[config.mk]
export PLATFORM = sky130hd
export DESIGN_NAME = lsm_uop_seq
export DESIGN_NICKNAME = d
export VERILOG_FILES = /design/src/rtl/lsm_pkg.sv /design/src/rtl/lsm_popcount.sv /design/src/rtl/lsm_low_pick.sv /design/src/rtl/lsm_mode_decode.sv /design/src/rtl/lsm_wb_encode.sv /design/src/rtl/lsm_uop_seq.sv
export SDC_FILE = /design/constraint.sdc
export NUM_CORES = 1
export LEC_CHECK = 0
export BUFFER_PORTS_ARGS = -buffer_cell sky130_fd_sc_hd__buf_2
export CAP_MARGIN = 10
export CELL_PAD_IN_SITES_DETAIL_PLACEMENT = 0
export CELL_PAD_IN_SITES_GLOBAL_PLACEMENT = 1
export CORE_MARGIN = 2
export CORE_UTILIZATION = 39
export CTS_CLUSTER_DIAMETER = 40
export DETAILED_ROUTE_END_ITERATION = 7
export GPL_ROUTABILITY_DRIVEN = 0
export PLACE_DENSITY = 0.8
export SYNTH_ARGS = -nofsm -noshare
export SYNTH_HDL_FRONTEND = slang
export SYNTH_SLANG_ARGS = --single-unit
[constraint.sdc]
create_clock -name clk -period 4.7 [get_ports clk]
set_input_delay 0.235 -clock clk [delete_from_list [all_inputs] [get_ports clk]]
set_output_delay 0.235 -clock clk [all_outputs]
set_load 0.01 [all_outputs]
[src/rtl/lsm_pkg.sv]
package lsm_pkg;
    typedef enum logic [2:0] {
        K_BASE  = 3'd0,
        K_LOAD  = 3'd1,
        K_STORE = 3'd2,
        K_ADD   = 3'd3,
        K_SUB   = 3'd4
    } uop_kind_e;

    typedef enum logic [1:0] {
        PH_IDLE = 2'd0,
        PH_BASE = 2'd1,
        PH_XFER = 2'd2,
        PH_WB   = 2'd3
    } phase_e;
endpackage

[src/rtl/lsm_popcount.sv]
module lsm_popcount #(
    parameter int W  = 16,
    parameter int CW = $clog2(W + 1)
) (
    input  logic [W-1:0]  bits,
    output logic [CW-1:0] count
);
    logic [CW-1:0] part [W+1];

    assign part[0] = '0;
    for (genvar i = 0; i < W; i++) begin : g_sum
        assign part[i+1] = part[i] + CW'(bits[i]);
    end
    assign count = part[W];
endmodule

[src/rtl/lsm_low_pick.sv]
module lsm_low_pick #(
    parameter int W  = 16,
    parameter int IW = $clog2(W)
) (
    input  logic [W-1:0]  bits,
    output logic [IW-1:0] idx,
    output logic [W-1:0]  onehot,
    output logic          single
);
    always_comb begin
        idx = '0;
        for (int i = W - 1; i >= 0; i--) begin
            if (bits[i]) idx = IW'(i);
        end
    end

    assign onehot = bits & (~bits + W'(1));
    assign single = (bits != '0) && ((bits & (bits - W'(1))) == '0);
endmodule

[src/rtl/lsm_mode_decode.sv]
module lsm_mode_decode #(
    parameter int CW    = 5,
    parameter int OFF_W = 8
) (
    input  logic [4:0]       mode,
    input  logic [CW-1:0]    count,
    output logic             legal,
    output logic [OFF_W-1:0] start_off,
    output logic             up,
    output logic             wb,
    output logic             load
);
    logic [OFF_W-1:0] four_n;

    assign four_n = OFF_W'(count) << 2;
    assign up     = mode[3];
    assign wb     = mode[1];
    assign load   = mode[0];

    always_comb begin
        legal     = 1'b1;
        start_off = '0;
        case (mode)
            5'h01, 5'h03:        start_off = four_n - OFF_W'(4);
            5'h08, 5'h09, 5'h0B: start_off = '0;
            5'h11, 5'h12:        start_off = four_n;
            5'h18, 5'h19:        start_off = OFF_W'(4);
            default:             legal = 1'b0;
        endcase
    end
endmodule

[src/rtl/lsm_wb_encode.sv]
module lsm_wb_encode #(
    parameter int CW = 5
) (
    input  logic [15:0]   hi,
    input  logic [CW-1:0] count,
    output logic [31:0]   word
);
    logic [31:0] rn_w;

    assign rn_w = {28'h0, hi[3:0]};
    assign word = {hi[15:12], 28'h0} | 32'h0240_0000
                | (rn_w << 16) | (rn_w << 12) | (32'(count) << 2);
endmodule

[src/rtl/lsm_uop_seq.sv]
module lsm_uop_seq
    import lsm_pkg::*;
#(
    parameter int LIST_W = 16,
    parameter int OFF_W  = 8
) (
    input  logic              clk,
    input  logic              rst_n,
    input  logic              in_valid,
    output logic              in_ready,
    input  logic [31:0]       in_instr,
    output logic              uop_valid,
    input  logic              uop_ready,
    output logic [2:0]        uop_kind,
    output logic [31:0]       uop_word,
    output logic [3:0]        uop_reg,
    output logic [OFF_W-1:0]  uop_offset,
    output logic              uop_last,
    output logic              err_pulse
);
    localparam int CW = $clog2(LIST_W + 1);
    localparam int IW = $clog2(LIST_W);

    typedef struct packed {
        phase_e            phase;
        logic [LIST_W-1:0] rem;
        logic [OFF_W-1:0]  off;
        logic              up;
        logic              wb;
        logic              load;
        logic              err;
        logic [15:0]       hi;
        logic [CW-1:0]     cnt;
    } seq_t;

    seq_t st_q, st_d;

    logic [CW-1:0]     in_cnt;
    logic              dec_legal, dec_up, dec_wb, dec_load;
    logic [OFF_W-1:0]  dec_off;
    logic [IW-1:0]     pick_idx;
    logic [LIST_W-1:0] pick_oh;
    logic              pick_single;
    logic [31:0]       wb_word;
    logic              fire;
    logic [LIST_W-1:0] rem_next;

    lsm_popcount #(.W(LIST_W), .CW(CW)) u_pop (
        .bits  (in_instr[LIST_W-1:0]),
        .count (in_cnt)
    );

    lsm_mode_decode #(.CW(CW), .OFF_W(OFF_W)) u_dec (
        .mode      (in_instr[24:20]),
        .count     (in_cnt),
        .legal     (dec_legal),
        .start_off (dec_off),
        .up        (dec_up),
        .wb        (dec_wb),
        .load      (dec_load)
    );

    lsm_low_pick #(.W(LIST_W), .IW(IW)) u_pick (
        .bits   (st_q.rem),
        .idx    (pick_idx),
        .onehot (pick_oh),
        .single (pick_single)
    );

    lsm_wb_encode #(.CW(CW)) u_wb (
        .hi    (st_q.hi),
        .count (st_q.cnt),
        .word  (wb_word)
    );

    // outputs decoded from the current phase
    always_comb begin
        uop_valid  = 1'b0;
        uop_kind   = K_BASE;
        uop_word   = '0;
        uop_reg    = '0;
        uop_offset = '0;
        uop_last   = 1'b0;
        case (st_q.phase)
            PH_BASE: begin
                uop_valid = 1'b1;
                uop_word  = {st_q.hi, 16'h0000};
                uop_last  = (st_q.rem == '0) && !st_q.wb;
            end
            PH_XFER: begin
                uop_valid  = 1'b1;
                uop_kind   = st_q.load ? K_LOAD : K_STORE;
                uop_reg    = 4'(pick_idx);
                uop_offset = st_q.off;
                uop_last   = pick_single && !st_q.wb;
            end
            PH_WB: begin
                uop_valid = 1'b1;
                uop_kind  = st_q.up ? K_ADD : K_SUB;
                uop_word  = wb_word;
                uop_last  = 1'b1;
            end
            default: ;
        endcase
    end

    assign in_ready  = (st_q.phase == PH_IDLE);
    assign err_pulse = st_q.err;
    assign fire      = uop_valid && uop_ready;
    assign rem_next  = st_q.rem & ~pick_oh;

    // next-state computation
    always_comb begin
        st_d     = st_q;
        st_d.err = 1'b0;
        case (st_q.phase)
            PH_IDLE: begin
                if (in_valid) begin
                    if (dec_legal) begin
                        st_d.phase = PH_BASE;
                        st_d.rem   = in_instr[LIST_W-1:0];
                        st_d.off   = dec_off;
                        st_d.up    = dec_up;
                        st_d.wb    = dec_wb;
                        st_d.load  = dec_load;
                        st_d.hi    = in_instr[31:16];
                        st_d.cnt   = in_cnt;
                    end else begin
                        st_d.err = 1'b1;
                    end
                end
            end
            PH_BASE: begin
                if (fire) begin
                    if (st_q.rem != '0) st_d.phase = PH_XFER;
                    else if (st_q.wb)   st_d.phase = PH_WB;
                    else                st_d.phase = PH_IDLE;
                end
            end
            PH_XFER: begin
                if (fire) begin
                    st_d.rem = rem_next;
                    st_d.off = st_q.up ? st_q.off + OFF_W'(4)
                                       : st_q.off - OFF_W'(4);
                    if (rem_next == '0)
                        st_d.phase = st_q.wb ? PH_WB : PH_IDLE;
                end
            end
            PH_WB: begin
                if (fire) st_d.phase = PH_IDLE;
            end
            default: st_d.phase = PH_IDLE;
        endcase
    end

    always_ff @(posedge clk or negedge rst_n) begin
        if (!rst_n) begin
            st_q <= '{phase: PH_IDLE, default: '0};
        end else begin
            st_q <= st_d;
        end
    end
endmodule

* Word level (Yosys, flattened, before mapping) *
Cells that the tools add are included.

operators by class
  add/subtract/negate cells = 20
  mux-type cells = 40
  bitwise gates (word level) = 8
  reductions and logical operators = 19
  equal/unequal tests = 18

operators with widths
  cell                     number
  $add A5 B1 Y5            14
  $mux W4                  17
  $pmux W32 S2             1
  $mux W51                 1
  $and A16 B16 Y16         3
  $logic_not A16 Y1        3
  $pmux W24 S2             1
  $not A16 Y16             2
  $or A32 B16 Y32          1
  $or A32 B20 Y32          1
  $or A32 B7 Y32           1
  $mux W29                 1
  $mux W26                 1
  $pmux W8 S3              1
  $mux W22                 1
  $mux W21                 1
  $eq A5 B5 Y1 const B     4
  $add A16 B1 Y16 const B  1
  $mux W8                  2
  $reduce_bool A16 Y1      1
  $sub A16 B1 Y16 const B  1
  $eq A5 B4 Y1 const B     3
  $mux W2                  6
  $ne A2 B2 Y1 const B     5
  other kinds (24)         32

storage, ports and cells
  output and inout port bits = 51
  word-level logic and storage cells = 114
  register bits = 51

* Logic depth before layout (Yosys ltp) *
Gate-level depths: netlist (run 1).

  depth in word-level cells = 20
  mapped depth = 16
  mapped depth without buffers = 16

* Cells and area by module *
Synthesis (run 1) repeated with hierarchy kept, for this count alone.

unflattened totals
  cells, all modules = 509
  area total of the unflattened synthesis = 4,440.5 sq um

modules (own cells, without submodules)
  module           cells an instance  times used  area an instance (sq um)
  lsm_uop_seq      318                1           3,049.2
  lsm_low_pick     73                 1           464.2
  lsm_popcount     47                 1           407.9
  lsm_mode_decode  37                 1           271.5
  lsm_wb_encode    34                 1           247.7

* Worst setup path after synthesis (run 1) *
OpenSTA, ideal clock, no wires.

  path type = input to register
  start = in in_instr[2]
  end = reg st_q[31] (netlist name)
  arrival = 3,965 ps
  path slack = 605 ps
  stages = 14
  required time = 4,570 ps
  path buffers = 0
  cells stage by stage = inv_1 > fa_1 > fa_1 > fa_1 > fa_1 > fa_1 > inv_1 > fa_1 > inv_1 > ha_1 > nand2_1 > o2111a_1 > o31ai_1 > a31oi_1

on the way
  word-level cells in the longest chain between the ends = 19

ends and longest elaborated chain
  what                          RTL line               RTL
  start: declaration            lsm_uop_seq.sv:11      input logic [31:0] in_instr,
  $add A5 B1 Y5 (14 in series)  lsm_popcount.sv:12     assign part[i+1] = part[i] + CW'(bits[i]);
  named net in_cnt[1]           lsm_uop_seq.sv:38      logic [CW-1:0] in_cnt;
  $sub A7 B3 Y8                 lsm_mode_decode.sv:24  5'h01, 5'h03: start_off = four_n - OFF_W'(4);
  $pmux W8 S3                   lsm_mode_decode.sv:23  case (mode)
  $mux W29                      lsm_uop_seq.sv:119     if (dec_legal) begin
  $mux W51                      lsm_uop_seq.sv:118     if (in_valid) begin
  $pmux W24 S2                  lsm_uop_seq.sv:116     case (st_q.phase)
  end signal: assignment        lsm_uop_seq.sv:160     st_q <= st_d;
  end: declaration              lsm_uop_seq.sv:36      seq_t st_q, st_d;

The timed path passes the listed nets, and every way through them passes these cells. The select of a mux whose other input is x is not followed.
A chain may end at the register's enable or synchronous reset.

* Worst setup path in the final report (run 1) *
  start = in in_instr[7]
  end = reg st_q[31] (netlist name)

on the way
  word-level cells in the longest chain between the ends = 14

ends and longest elaborated chain
  what                         RTL line
  $add A5 B1 Y5 (9 in series)  lsm_popcount.sv:12
  named net in_cnt[1]          lsm_uop_seq.sv:38
  $sub A7 B3 Y8                lsm_mode_decode.sv:24
  $pmux W8 S3                  lsm_mode_decode.sv:23
  $mux W29                     lsm_uop_seq.sv:119
  $mux W51                     lsm_uop_seq.sv:118
  $pmux W24 S2                 lsm_uop_seq.sv:116

The timed path passes the listed nets, and every way through them passes these cells. The select of a mux whose other input is x is not followed.

==> flow_metrics.env, run 1 <==
export IMPL_status="completed"
export IMPL_setup_ws_ns=0.606
export IMPL_grt_pass1_wl_um=15000
export IMPL_power_density_nw_per_um2=547
export IMPL_worst_setup_path_end_kind="register"
export IMPL_postCtsSetupRepairBufs=0
export IMPL_period_share=0.871
export IMPL_seqCellArea_sq_um=1150
export IMPL_num_antenna_cells=0
export IMPL_ys_ff_latch=46
export IMPL_cts_tree="done"
export IMPL_final_max_slew_viol_count=0
export IMPL_cts_hold_buf=0
export IMPL_syn2layout_area_growth_pct=14.8
export IMPL_crit_fanout=4
export IMPL_hold_viol=0
export IMPL_cts_buffers=5
export IMPL_clock_skew_ns=0.00793
export IMPL_use_met3=0.0216
export IMPL_path_clk_slew_ns=0.09
export IMPL_cts_root_buf="clkbuf_8"
export IMPL_final_common_cell="buf_2"
export IMPL_max_freq_mhz=244
export IMPL_wl_um=9130
export IMPL_vias_per_cell=5.49
export IMPL_cp_start_kind="input port"
export IMPL_seq_area_frac_synth=0.321
export IMPL_required_ns=4.87
export IMPL_setup_worst_path_class="in2reg"
export IMPL_use_met1=0.265
export IMPL_async_flop_share=1.00
export IMPL_clk_latency_ns=0.31
export IMPL_drive_above_1_share=0.245
export IMPL_cts_sinks=46
export IMPL_leakage_nw=2.03
export IMPL_grt_busiest_layer="met2"
export IMPL_die_h_um=99.8
export IMPL_yosysUniqueCellTypes=63
export IMPL_vdd_drop_max_mv=0.190
export IMPL_clockBufferDepth=2
export IMPL_dpl_hpwl_um=6880
export IMPL_grt_overflow_total=0
export IMPL_drtIter0Drc=138
export IMPL_dieArea_sq_um=9970
export IMPL_syn_avg_cell_area_sq_um=8.87
export IMPL_die_x_um=99.8
export IMPL_rsz0062_at_grt="no"
export IMPL_power_total_mw=2.25
export IMPL_drt_pass1_iterations=4
export IMPL_netlist_area_sq_um=3580
export IMPL_maxSlewHeadroom=0.315
export IMPL_pre_cts_slack_ns=0.262
export IMPL_mostFrequentLayoutCells="77 x buf_2, 46 x dfrtp_1, 41 x nand2_1"
export IMPL_filler_cell_count=861
export IMPL_remaining_drc_errors=0
export IMPL_start_util=0.407
export IMPL_cts_htree_levels=2
export IMPL_wl_per_cell_um=15.7
export IMPL_grt_pass1_vias=3020
export IMPL_ant_nets=0
export IMPL_fin_nets=533
export IMPL_synth_edf_count=0
export IMPL_syn_inst=404
export IMPL_arrival_ns=4.27
export IMPL_fin_crit_ns=4.09
export IMPL_tightest_slew_ns=1.03
export IMPL_cts_resized=0
export IMPL_grt_start_max_net_pins=47
export IMPL_rows=34
export IMPL_antenna_found_initial=0
export IMPL_maxCapViolCount=0
export IMPL_setup_tns_ns=0
export IMPL_yosysWarningCount=0
export IMPL_finalSetupViolCount=0
export IMPL_via_count=3190
export IMPL_hold_path_class="in2async"
export IMPL_ys_flop_type="dfrtp_1"
export IMPL_multiInputGateArea_sq_um=2190
export IMPL_met2_usage=0.308
export IMPL_design_core_area_sq_um=8810
export IMPL_grt_util_all_layers=0.187
export IMPL_io_buffers=77
export IMPL_io_pins=87
export IMPL_whs_ns=0.0159
flip-flops by register name, indices dropped and copies added (netlist names):
signal,flops
err_pulse,1
st_q,45
report_power, final:
| group | internal (mW) | switching [mW] |
|---|---|---|
| registers | 0.570 | 0.223 |
| logic | 0.529 | 0.668 |
| clock network | 0.108 | 0.151 |
metrics by stage:
stage / instance area, sq um / instances / util
floorplan: 3610 / 412 / -
global placement: 4020 / 573 / 0.456
detailed placement: 4020 / 573 / 0.456
CTS: 4110 / 581 / 0.467
global route: 4110 / 581 / 0.467
finish: 4110 / 581 / 0.467
area by class of cell:
class / count / share of cell area
inverter: 34 / 0.0310
sequential: 46 / 0.280
multi-input combinational: 304 / 0.532
tap: 108 / 0.0329
clock buffer: 5 / 0.0167
timing repair buffer: 81 / 0.101
clock inverter: 3 / 0.00609
path summary, 6_finish.rpt:
path | endpoint | start | cells after the start | slack (ns)
setup / recovery | st_q[31] | in_instr[7] | 15 | 0.61
hold / removal | st_q[4] | rst_n | 2 | 0.02
setup reg to reg | st_q[42] | st_q[49] | 9 | 1.98
hold reg to reg | st_q[4] | st_q[4] | 2 | 0.49
max in group asynchronous | st_q[36] | rst_n | 2 | 4.27
min in group clk | st_q[18] | in_instr[29] | 2 | 0.15
cells in the mapped netlist, types with 3 or more instances:
master,number,area share
a21o_1,7,0.015
a21oi_1,17,0.024
a221oi_1,4,0.0098
a22o_1,10,0.024
a31oi_1,5,0.0087
and2_1,29,0.051
buf_2,5,0.0070
buf_4,9,0.019
clkbuf_1,14,0.015
dfrtp_1,46,0.32
fa_1,11,0.061
ha_1,14,0.049
inv_1,34,0.036
mux2_2,14,0.044
nand2_1,41,0.043
nand2b_1,5,0.0087
nand3_1,4,0.0056
nand4_1,5,0.0087
nor2_1,31,0.032
nor2b_1,5,0.0087
nor3_1,3,0.0042
nor4_1,3,0.0052
nor4_4,3,0.018
o21ai_0,24,0.034
o21bai_1,3,0.0063
o22ai_1,4,0.0070
o31ai_1,4,0.0084
or3_1,3,0.0052
xnor2_1,5,0.012
kinds of logic (layout without fill, tap and decap cells):
family | Yosys count | in the layout | synth area share
AO/OA/AOI/OAI | 103 | 103 | 0.200
XOR/XNOR | 6 | 6 | 0.0147
adder cells (fa/ha/maj) | 26 | 26 | 0.113
buffers and inverters | 62 | 123 | 0.0761
flip-flops | 46 | 46 | 0.321
multiplexers | 16 | 16 | 0.0496
other | 1 | 9 | 0.00105
AND/OR/NAND/NOR | 144 | 144 | 0.224
worst max-delay path, stage by stage:
cell	delay, ns
buf_2	0.12
fa_1	0.54
inv_1	0.05
fa_1	0.48
fa_1	0.54
fa_1	0.42
fa_1	0.39
inv_1	0.08
fa_1	0.43
inv_1	0.12
ha_1	0.17
nand2_1	0.09
o2111a_1	0.25
o31ai_1	0.25
a31oi_1	0.11
routing by layer:
metal	up-vias	wire, um
met5	-	0
met4	0	104
met3	9	428
met2	85	4410
met1	1562	4190
li1	1534	-
Note: power is estimated with default switching activity, not from simulation.
==> run 2, diff against run 1 <==
==> constraint.sdc (replaced) <==
create_clock -name clk -period 4.7 [get_ports clk]
set_input_delay 0.94 -clock clk [delete_from_list [all_inputs] [get_ports clk]]
set_output_delay 0.94 -clock clk [all_outputs]
set_load 0.01 [all_outputs]
==> flow_metrics.env, run 2 (synthesized netlist as in run 1, its figures left out) <==
export IMPL_maxCapViolCount=0
export IMPL_power_density_nw_per_um2=566
export IMPL_max_stage_delay_ns=0.61
export IMPL_largest_register_ffs=45
export IMPL_start_util=0.407
export IMPL_cp_slowest_cell="fa_1"
export IMPL_remaining_drc_errors=0
export IMPL_grt_pass1_vias=3047
export IMPL_clk_latency_ns=0.31
export IMPL_crit_path_frequent_cell="fa_1"
export IMPL_dieArea_sq_um=9970
export IMPL_rsz0062_at_grt="yes"
export IMPL_violations="setup timing"
export IMPL_p_int_mw=1.32
export IMPL_tightest_slew_ns=1.02
export IMPL_required_ns=4.86
export IMPL_antenna_found_initial=0
export IMPL_top_register="st_q"
export IMPL_hold_viol=0
export IMPL_ant_nets=0
export IMPL_grt_util_all_layers=0.194
export IMPL_worst_setup_path_end_kind="register"
export IMPL_switching_share=0.454
export IMPL_setup_tns_ns=-0.0641
export IMPL_setup_worst_path_class="in2reg"
export IMPL_leakage_nw=2.11
export IMPL_path_clk_slew_ns=0.09
export IMPL_final_common_cell="buf_2"
export IMPL_arrival_ns=4.93
export IMPL_cp_start_kind="input port"
export IMPL_setup_ws_ns=-0.0602
export IMPL_design_core_area_sq_um=8810
export IMPL_final_max_slew_viol_count=0
export IMPL_hold_path_class="reg2reg"
export IMPL_power_frac_comb=0.563
export IMPL_cts_buffers=5
export IMPL_clockBufferDepth=2
export IMPL_power_switching_mw=1.10
export IMPL_cts_root_buf="clkbuf_8"
export IMPL_filler_cell_count=865
export IMPL_mostFrequentLayoutCells="76 x buf_2, 46 x dfrtp_1, 40 x nand2_1"
export IMPL_rows=34
export IMPL_fin_nets=549
export IMPL_power_total_mw=2.42
export IMPL_num_antenna_cells=0
export IMPL_wl_per_cell_um=15.9
export IMPL_reg2reg_depth=7
export IMPL_cts_sinks=46
export IMPL_power_frac_clock=0.108
export IMPL_die_h_um=99.8
export IMPL_drive_above_1_share=0.286
export IMPL_hold_depth=2
export IMPL_clock_skew_ns=0.00834
export IMPL_drtIter0Drc=150
export IMPL_io_pins=87
export IMPL_vdd_drop_max_mv=0.219
export IMPL_io_buffers=77
export IMPL_syn2layout_area_growth_pct=19.2
export IMPL_period_share=1.01
export IMPL_die_x_um=99.8
export IMPL_wl_um=9490
export IMPL_maxSlewHeadroom=0.319
export IMPL_seqCellArea_sq_um=1150
export IMPL_cts_tree="done"
export IMPL_cts_hold_buf=0
export IMPL_vias_per_cell=5.45
export IMPL_pwr_share_seq=0.329
export IMPL_via_count=3252
export IMPL_grt_overflow_total=0
export IMPL_fin_crit_ns=4.76
export IMPL_status="finished, violations left"
export IMPL_cts_htree_levels=2
export IMPL_finalSetupViolCount=2
export IMPL_max_freq_mhz=210
export IMPL_multiInputGateArea_sq_um=2220
export IMPL_drt_pass1_iterations=4
export IMPL_grt_pass1_wl_um=15300
export IMPL_dpl_hpwl_um=7190
export IMPL_grt_start_max_net_pins=47
export IMPL_crit_fanout=2
export IMPL_cp_cell_sequence="buf_8 -> fa_1 -> inv_2 -> fa_1 -> fa_1 -> fa_1 -> fa_2 -> inv_2 -> fa_1 -> inv_2 -> ha_4 -> nand2_2 -> o2111a_1 -> o31ai_1 -> a31oi_1"
==> run 2: cell types whose count changed in the layout (fill, tap and decap cells not counted), sizes merged <==
cell / before / now
buf: 81 / 97
==> run 2: power by group through the flow <==
stage | Sequential (mW) | Combinational (mW) | Clock (mW)
after detailed placement | 0.796 | 1.28 | 0
after CTS | 0.788 | 1.28 | 0.268
final | 0.794 | 1.36 | 0.261
after floorplan | 0.718 | 0.951 | 0
after global placement | 0.786 | 1.25 | 0
after global routing | 0.823 | 1.53 | 0.285
==> run 2: worst paths after layout <==
kind / to / slack (ns) / startpoint
setup / recovery: st_q[31] / -0.06 / in_instr[11]
hold / removal: st_q[4] / 0.49 / st_q[4]
setup reg to reg: st_q[42] / 1.62 / st_q[49]
hold reg to reg: st_q[4] / 0.49 / st_q[4]
max in group asynchronous: st_q[39] / 3.56 / rst_n
min in group asynchronous: st_q[28] / 0.73 / rst_n
==> run 2: critical path: cells and delay by family <==
kind	cells	cell delay, ns
buffers and inverters	4	0.31
adders and majority gates	7	3.08
and+or+nand+nor	1	0.05
AOI/OAI and AO/OA	3	0.55
==> run 2: final cells by class <==
cell class / count / area share
multi-input combinational: 304 / 0.519
sequential: 46 / 0.269
timing repair buffer: 97 / 0.128
tap: 108 / 0.0316
inverter: 34 / 0.0299
clock buffer: 5 / 0.0161
clock inverter: 3 / 0.00586
==> run 2: repair_timing <==
item	4_1_cts	5_1_grt
hold endpoints to repair	0	0
pin swaps	1	12
gates resized for setup	1	10
endpoints found under the setup margin	3	3
buffers inserted	0	2
==> run 2: metrics by stage <==
stage,utilization,hold WS [ns],instance area [sq um],setup slack [ns],std cells
after floorplan,-,0.442,3610,-0.0512,412
after global placement,0.468,0.459,4130,-0.323,587
after detailed placement,0.468,0.469,4130,-0.412,587
after CTS,0.479,0.491,4220,-0.0909,595
after global routing,0.485,0.519,4270,-0.205,597
final,0.485,0.488,4270,-0.0602,597
==> run 2: layer usage <==
layer  vias to the layer above  part of all wire  track usage  routed length [um]
met5                         -                 0            0                   0
met4                         0             0.017       0.0516                 165
met3                        14             0.046       0.0230                 440
met2                       101              0.49        0.325                4630
met1                      1559              0.45        0.267                4250
li1                       1578                 -            -                   -
==> run 3, diff against run 2 <==
Settings changed: CELL_PAD_IN_SITES_DETAIL_PLACEMENT 0 to 1, CELL_PAD_IN_SITES_GLOBAL_PLACEMENT 1 to 2, CORE_UTILIZATION 39 to 35, PLACE_DENSITY 0.8 to 0.89.
==> flow_metrics.env, run 3 (synthesized netlist as in run 1, its figures left out) <==
export IMPL_final_max_slew_viol_count=0
export IMPL_path_clk_slew_ns=0.10
export IMPL_via_count=3294
export IMPL_die_h_um=105
export IMPL_top_register="st_q"
export IMPL_cp_start_kind="input port"
export IMPL_grt_busiest_layer="met2"
export IMPL_clockBufferDepth=2
export IMPL_power_density_nw_per_um2=575
export IMPL_drtIter0Drc=148
export IMPL_largest_register_ffs=45
export IMPL_crit_fanout=2
export IMPL_cts_hold_buf=0
export IMPL_grt_overflow_total=0
export IMPL_clock_skew_ns=0.00757
export IMPL_rows=36
export IMPL_wl_per_cell_um=16.9
export IMPL_multiInputGateArea_sq_um=2240
export IMPL_vdd_drop_max_mv=0.160
export IMPL_vias_per_cell=5.30
export IMPL_design_core_area_sq_um=9860
export IMPL_num_antenna_cells=0
export IMPL_status="completed"
export IMPL_required_ns=4.88
export IMPL_worstHoldStart="st_q[0]"
export IMPL_use_met3=0.0287
export IMPL_max_freq_mhz=216
export IMPL_setup_tns_ns=0
export IMPL_cts_root_buf="clkbuf_8"
export IMPL_antenna_found_initial=0
export IMPL_worst_setup_path_end_kind="register"
export IMPL_final_common_cell="buf_2"
export IMPL_cts_buffers=5
export IMPL_dpl_hpwl_um=8120
export IMPL_io_pins=87
export IMPL_syn2layout_area_growth_pct=20.4
export IMPL_tightest_slew_ns=1.26
export IMPL_dieArea_sq_um=11100
export IMPL_grt_pass1_wl_um=17100
export IMPL_filler_cell_count=1194
export IMPL_cts_sinks=46
export IMPL_finalSetupViolCount=0
export IMPL_period_share=0.984
export IMPL_mostFrequentLayoutCells="77 x buf_2, 46 x dfrtp_1, 40 x nand2_1"
export IMPL_arrival_ns=4.80
export IMPL_rsz0062_at_grt="yes"
export IMPL_timing_rr_start="st_q[49]"
export IMPL_use_met1=0.269
export IMPL_leakage_nw=2.11
export IMPL_maxSlewHeadroom=0.153
export IMPL_drt_pass1_iterations=4
export IMPL_hold_path_class="reg2reg"
export IMPL_fin_nets=549
export IMPL_ant_nets=0
export IMPL_drive_above_1_share=0.297
export IMPL_postPlaceCellArea_sq_um=4160
export IMPL_critPathLaunch="in_instr[2]"
export IMPL_wl_um=10500
export IMPL_io_buffers=77
export IMPL_die_x_um=105
export IMPL_start_util=0.363
export IMPL_fin_crit_ns=4.63
export IMPL_final_util=0.437
export IMPL_cts_tree="done"
export IMPL_met2_usage=0.319
export IMPL_grt_pass1_vias=3304
export IMPL_grt_start_max_net_pins=47
export IMPL_cts_htree_levels=2
export IMPL_maxCapViolCount=0
export IMPL_postLayoutCellArea_sq_um=4310
export IMPL_grt_util_all_layers=0.194
export IMPL_clk_latency_ns=0.31
export IMPL_remaining_drc_errors=0
export IMPL_seqCellArea_sq_um=1150
export IMPL_setup_worst_path_class="in2reg"
export IMPL_hold_viol=0
run 3: critical path: stages:
cell,delay (ns)
buf_2,0.10
inv_2,0.04
fa_1,0.51
fa_1,0.59
fa_1,0.44
fa_1,0.47
fa_2,0.37
inv_2,0.06
fa_2,0.44
inv_2,0.10
ha_4,0.14
nand2_2,0.05
o2111a_1,0.23
o31ai_1,0.22
a31oi_1,0.11
run 3: final cells by class:
| type | count | share of cell area |
|---|---|---|
| Multi-Input combinational cell | 304 | 0.519 |
| Sequential cell | 46 | 0.267 |
| Timing Repair Buffer | 97 | 0.124 |
| Tap cell | 133 | 0.0386 |
| Inverter | 34 | 0.0296 |
| Clock buffer | 5 | 0.0160 |
| Clock inverter | 3 | 0.00580 |
run 3: what timing repair did:
item                                    4_1_cts  5_1_grt
pin swaps                                     2        2
endpoints found under the setup margin        2        3
gates resized for setup                       0       14
setup buffers                                 0        2
run 3: final timing paths:
kind                       cells past startpoint  slack (ns)  endpoint
max                                           15        0.07  st_q[31]
min                                            2        0.49   st_q[0]
max reg2reg                                    9        1.39  st_q[32]
min reg2reg                                    2        0.49   st_q[0]
max in group asynchronous                      1        3.21  st_q[47]
min in group asynchronous                      1        0.83  st_q[49]
run 3: routing by layer:
metal,vias to the layer above,routed length (um)
li1,1568,-
met1,1638,4920
met2,83,5010
met3,5,485
met4,0,82
met5,-,0
run 3: stage by stage:
step / hold WS, ns / setup WS (ns) / power [mW] / cells
global route: 0.520 / -0.0642 / 2.69 / 622
detailed placement: 0.467 / -0.390 / 2.13 / 612
finish: 0.486 / 0.0739 / 2.48 / 622
global placement: 0.462 / -0.295 / 2.04 / 612
CTS: 0.490 / 0.0128 / 2.40 / 620
floorplan: 0.442 / -0.0512 / 1.67 / 412
run 3: power by group:
part	leakage, nW	switching [mW]	internal (mW)
clock network	0.0447	0.156	0.108
registers	0.572	0.232	0.569
logic	1.49	0.764	0.652
